### src/rtl/ata_taskfile.sv
module ata_taskfile #(
  parameter bit         DEV_ID      = 1'b0,
  parameter logic [7:0] DIAG_CODE   = 8'h01,
  parameter logic [7:0] STATUS_INIT = 8'h40,
  parameter int         DEV_BIT     = 4,
  parameter int         NIEN_BIT    = 1,
  parameter int         SRST_BIT    = 2,
  parameter int         BSY_BIT     = 7
) (
  input  logic        clk,
  input  logic        rst_n,
  input  logic        cs_cmd,
  input  logic        cs_ctl,
  input  logic [2:0]  addr,
  input  logic        rd_en,
  input  logic        wr_en,
  input  logic [7:0]  wdata,
  output logic [7:0]  rdata,
  output logic        rdata_oe,
  output logic        irq_o,
  output logic        irq_oe,
  input  logic        fw_status_we,
  input  logic [7:0]  fw_status,
  input  logic        fw_error_we,
  input  logic [7:0]  fw_error,
  input  logic        fw_irq_set,
  output logic        cmd_go,
  output logic [7:0]  cmd_op,
  output logic        srst_o,
  output logic [7:0]  fw_feat,
  output logic [7:0]  fw_count,
  output logic [7:0]  fw_sect,
  output logic [15:0] fw_cyl,
  output logic [7:0]  fw_devhead
);
  localparam logic [2:0] A_ERR = 3'd1, A_CNT = 3'd2, A_SEC = 3'd3,
                         A_CLO = 3'd4, A_CHI = 3'd5, A_DH  = 3'd6,
                         A_CMD = 3'd7, A_CTL = 3'd6;

  logic [7:0] status_q, error_q, devctl_q;
  logic       pend;

  wire blk_cmd = cs_cmd & ~cs_ctl;
  wire blk_ctl = cs_ctl & ~cs_cmd;
  wire sel     = (fw_devhead[DEV_BIT] == DEV_ID);
  wire hw_w    = wr_en & blk_cmd;
  wire wr_cmd  = hw_w & (addr == A_CMD) & sel;
  wire rd_stat = rd_en & blk_cmd & (addr == A_CMD) & sel;
  wire wr_dc   = wr_en & blk_ctl & (addr == A_CTL);

  always_ff @(posedge clk or negedge rst_n) begin
    if (!rst_n) begin
      fw_feat    <= '0;
      fw_count   <= '0;
      fw_sect    <= '0;
      fw_cyl     <= '0;
      fw_devhead <= '0;
      devctl_q   <= '0;
    end else begin
      if (hw_w && addr == A_ERR) fw_feat        <= wdata;
      if (hw_w && addr == A_CNT) fw_count       <= wdata;
      if (hw_w && addr == A_SEC) fw_sect        <= wdata;
      if (hw_w && addr == A_CLO) fw_cyl[7:0]    <= wdata;
      if (hw_w && addr == A_CHI) fw_cyl[15:8]   <= wdata;
      if (hw_w && addr == A_DH)  fw_devhead     <= wdata;
      if (wr_dc)                 devctl_q       <= wdata;
    end
  end

  always_ff @(posedge clk or negedge rst_n) begin
    if (!rst_n) begin
      status_q <= STATUS_INIT;
      error_q  <= DIAG_CODE;
      cmd_go   <= 1'b0;
      cmd_op   <= '0;
      pend     <= 1'b0;
    end else begin
      cmd_go <= wr_cmd;
      if (wr_cmd) begin
        cmd_op            <= wdata;
        status_q[BSY_BIT] <= 1'b1;
      end
      if (fw_status_we) status_q <= fw_status;
      if (fw_error_we)  error_q  <= fw_error;
      if (fw_irq_set)
        pend <= 1'b1;
      else if (wr_cmd || rd_stat || (wr_dc && wdata[SRST_BIT]))
        pend <= 1'b0;
    end
  end

  logic       hit;
  logic [7:0] mux;
  always_comb begin
    hit = 1'b0;
    mux = '0;
    if (blk_cmd) begin
      hit = 1'b1;
      case (addr)
        A_ERR:   mux = error_q;
        A_CNT:   mux = fw_count;
        A_SEC:   mux = fw_sect;
        A_CLO:   mux = fw_cyl[7:0];
        A_CHI:   mux = fw_cyl[15:8];
        A_DH:    mux = fw_devhead;
        A_CMD:   mux = status_q;
        default: hit = 1'b0;
      endcase
    end else if (blk_ctl && addr == A_CTL) begin
      hit = 1'b1;
      mux = status_q;
    end
  end

  assign rdata_oe = rd_en & sel & hit;
  assign rdata    = rdata_oe ? mux : '0;
  assign irq_oe   = sel & ~devctl_q[NIEN_BIT];
  assign irq_o    = irq_oe & pend;
  assign srst_o   = devctl_q[SRST_BIT];
endmodule

### config.mk
export PLATFORM = sky130hd
export DESIGN_NAME = ata_taskfile
export DESIGN_NICKNAME = d
export VERILOG_FILES = /design/src/rtl/ata_taskfile.sv
export SDC_FILE = /design/constraint.sdc
export NUM_CORES = 1
export LEC_CHECK = 0
export ABC_CLOCK_PERIOD_IN_PS = 1200
export BUFFER_PORTS_ARGS = -buffer_cell sky130_fd_sc_hd__buf_2
export CORE_ASPECT_RATIO = 1.25
export CORE_MARGIN = 1
export CORE_UTILIZATION = 28
export DETAILED_ROUTE_END_ITERATION = 10
export GPL_ROUTABILITY_DRIVEN = 0
export SYNTH_ARGS = -nofsm -noshare
export SYNTH_HDL_FRONTEND = slang
export SYNTH_SLANG_ARGS = --single-unit
### constraint.sdc
create_clock -name clk -period 1.2 [get_ports clk]
set_input_delay 0.12 -clock clk [delete_from_list [all_inputs] [get_ports clk]]
set_output_delay 0.12 -clock clk [all_outputs]
set_load 0.1 [all_outputs]
==> results by group <==
Cells and area
  – Fill cells: 980
  – Most frequent cells in the layout: 74 x buf_12, 57 x mux2_2, 49 x buf_6, 40 x buf_4, 32 x buf_2
  – Ratio of cells with drive above 1 in the final layout: 0.7971
  – Nets: 514
  – Finished Layout Cells: 651
  – Area growth syn-to-layout: 95.28%
  – Diode count: 0
  – Commonest non-fill, non-tap cell in the layout: buf_12
  – Post-Route Utilization: 0.5591

Global route
  – Vias in the first global route: 3399
  – Grt ovf: 0
  – Largest net degree at the start of global routing: 77
  – Global Route Usage Sum: 0.1934
  – First-pass GRT wire length: 19530 um
  – Antenna violations before repair: 0

Setup path
  – Element type at the critical path end: output pin
  – Worst reg2reg setup slack: -0.44 ns
  – CP Max Fanout: 2
  – WP data required: 1.08 ns
  – Critical path start-end classification: reg -> out
  – Crit path from: fw_devhead[3]
  – Crit path to: rdata[3]
  – FF-to-FF path depth: 6
  – Crit Reg-Reg Endpoint: cmd_op[3]
  – CP Launch Type: flip-flop
  – Arrival @ worst endpoint: 1.84 ns
  – R2r startpoint: fw_devhead[4]

Floorplan
  – Die Area: 0.01335 mm^2
  – Starting density of the core: 0.2863
  – Rows: 46
  – I/O pin count: 105
  – Die height: 128.9 um
  – Die width: 103.5 um
  – Core area: 0.01260 mm^2

Synth
  – Cells after synthesis: 281
  – Mapped cell area: 0.003608 mm^2
  – XOR/XNOR share of the synthesized area: 0
  – Async SR Flop Fraction: 1.000
  – Number of flops mapped to enable cells by yosys: 0
  – Syn Nets: 317
  – Yosys cell types: 40
  – Fraction of the yosys area taken by sequential cells: 0.5277
  – Most common flop cell mapped by yosys: dfrtp_1
  – Yosys warns: 0
  – Post-synthesis adder-cell area fraction: 0
  – Synth Area in Simple Gates: 0.09535
  – #FFs+latches synth: 76
  – Mux cell area share after synthesis: 0.2788
  – Synth Area in Compound Gates: 0.06935
  – Mapped Avg Cell Area: 12.84 um^2
  – Main combinational cell family by area after synthesis: multiplexers

Pwr
  – Max IR drop VDD: 1131 uV
  – Power share of the combinational group: 0.526
  – Pleak: 3.036 nW
  – Seq pwr share: 0.268
  – Internal power: 0.007590 W
  – Psw: 0.005599 W
  – Power density cells: 1872 mW/mm^2
  – Switching Fraction: 0.4245
  – Clk network pwr share: 0.206

STA
  – Period utilization: 1.632
  – RSZ-0062 raised after global routing: yes
  – Setup-failing EPs final: 57
  – Period minus WS final: 1.959 ns
  – Setup TNS: -12.85 ns
  – Final count of hold timing violations: 0
  – Worst Clk Skew: 0.005714 ns
  – Achievable clock frequency: 510.5 MHz
  – Least-Margin Pin Slew: 0.4454 ns
  – Final setup margin: -0.7588 ns
  – Max-slew violations: 0
  – Worst rel slew slack: 0.7012

Route
  – Wire length per cell: 19.44 um
  – 1st-pass router iterations: 4
  – Via/cell ratio: 4.725
  – Routed WL: 12650 um
  – DRC Markers: 0
  – Via count: 3076
  – Remaining antenna violation count: 0
  – Initial DRC count: 155

Placement
  – Port bufs: 104
  – Dpl ws: -0.5103 ns
  – Dpl hpwl: 8741 um
  – Placed Cells incl. Taps: 620

Clocking
  – CTS tree: done
  – CTS root buffer: clkbuf_16
  – TritonCTS buffer count: 9
  – H-tree depth: 3
  – Clock slew at reported path FFs: 0.06 ns
  – Clock Latency Late Sink: 0.34 ns
  – Clock Sink Count: 76
  – Longest Clk Path Bufs: 2

Flow run
  – Max-cap violations: 0

Hold path
  – Hold Crit Class: in -> reg

Run status
  – Failing checks: setup timing
  – Status: finished with violations
[per-layer routing]
metal / track usage / wire [um]
met1: 0.2339 / 5154
met2: 0.3304 / 6632
met3: 0.04813 / 597
met4: 0.08014 / 269
met5: 0 / 0
[cells in the mapped netlist (4+ instances only)]
| master | count | area share |
|---|---|---|
| buf_4 | 5 | 0.010 |
| mux2i_1 | 15 | 0.042 |
| a211oi_1 | 6 | 0.012 |
| clkbuf_1 | 4 | 0.0042 |
| a21oi_1 | 18 | 0.025 |
| and3_1 | 6 | 0.010 |
| o41ai_1 | 5 | 0.012 |
| dfrtp_1 | 74 | 0.51 |
| mux2_2 | 74 | 0.23 |
| buf_2 | 5 | 0.0069 |
| nand2_1 | 14 | 0.015 |
| nor2b_1 | 5 | 0.0087 |
| nor2_1 | 15 | 0.016 |
[cells by family (layout without fill, tap and decap cells)]
logic type | Yosys count | count (layout)
muxes | 90 | 90
buffers and inverters | 19 | 220
AOI/OAI and AO/OA | 38 | 38
and+or+nand+nor | 58 | 59
DFF | 76 | 76
[per-stage QoR]
step,power (W),area (um^2),hold slack [ns]
global placement,0.01002,6305,0.1695
finish,0.01319,7047,0.01156
CTS,0.01312,6945,0.006114
detailed placement,0.01009,6305,0.1794
global route,0.01359,7047,0.01388
floorplan,0.007224,3986,-0.1756
[worst max-delay path: stages, from the launching register on]
cell      delay [ns]
dfrtp_4         0.48
mux4_2          0.46
o211ai_1        0.27
a21oi_4         0.11
buf_12          0.18
[power by group through the flow]
stage	Clock (W)	Sequential, W	Combinational, W
after floorplan	0	0.00625	0.000975
after global placement	0	0.00350	0.00652
after detailed placement	0	0.00351	0.00658
after CTS	0.00277	0.00351	0.00685
after global routing	0.00290	0.00357	0.00712
final	0.00272	0.00353	0.00693
[final cells by class]
cell class,instances,area [um^2],share of cell area
clock buffer,10,229.0,0.03249
multi-input combinational,187,1951,0.2768
clock inverter,6,65.06,0.009233
tap,168,210.2,0.02983
timing repair buffer,200,2544,0.3610
inverter,4,18.77,0.002663
sequential,76,2029,0.2880
[sequential cells by signal, summed over array words and instances, names as in the netlist, 2 cells and up]
signal and count:
status_q 8, devctl_q 2, fw_cyl 16, fw_count 8, fw_feat 8, error_q 8
fw_sect 8, cmd_op 8, fw_devhead 8
[worst min path at each step]
stage	slack [ns]	cells after the start	end	startpoint
6_report	0.01	2	error_q[2]	fw_error[2]
5_1_grt	0.01	2	error_q[2]	fw_error[2]
4_1_cts	0.006	2	error_q[1]	fw_error[1]
3_5_place_dp	0.18	2	error_q[5]	rst_n
3_3_place_gp	0.17	2	error_q[3]	rst_n
2_1_floorplan	-0.18	0	cmd_go	rst_n
[repair_timing]
| action | in CTS | in global routing |
|---|---|---|
| setup endpoints to repair | 68 | 74 |
| buffers inserted | 11 | 22 |
| gates cloned | 1 | 0 |
| gates resized for setup | 57 | 36 |
| hold buffers | 2 | 0 |
| hold endpoints to repair | 75 | 0 |
| pin swaps | 11 | 6 |
No activity file was read; power rests on OpenSTA's default activity.
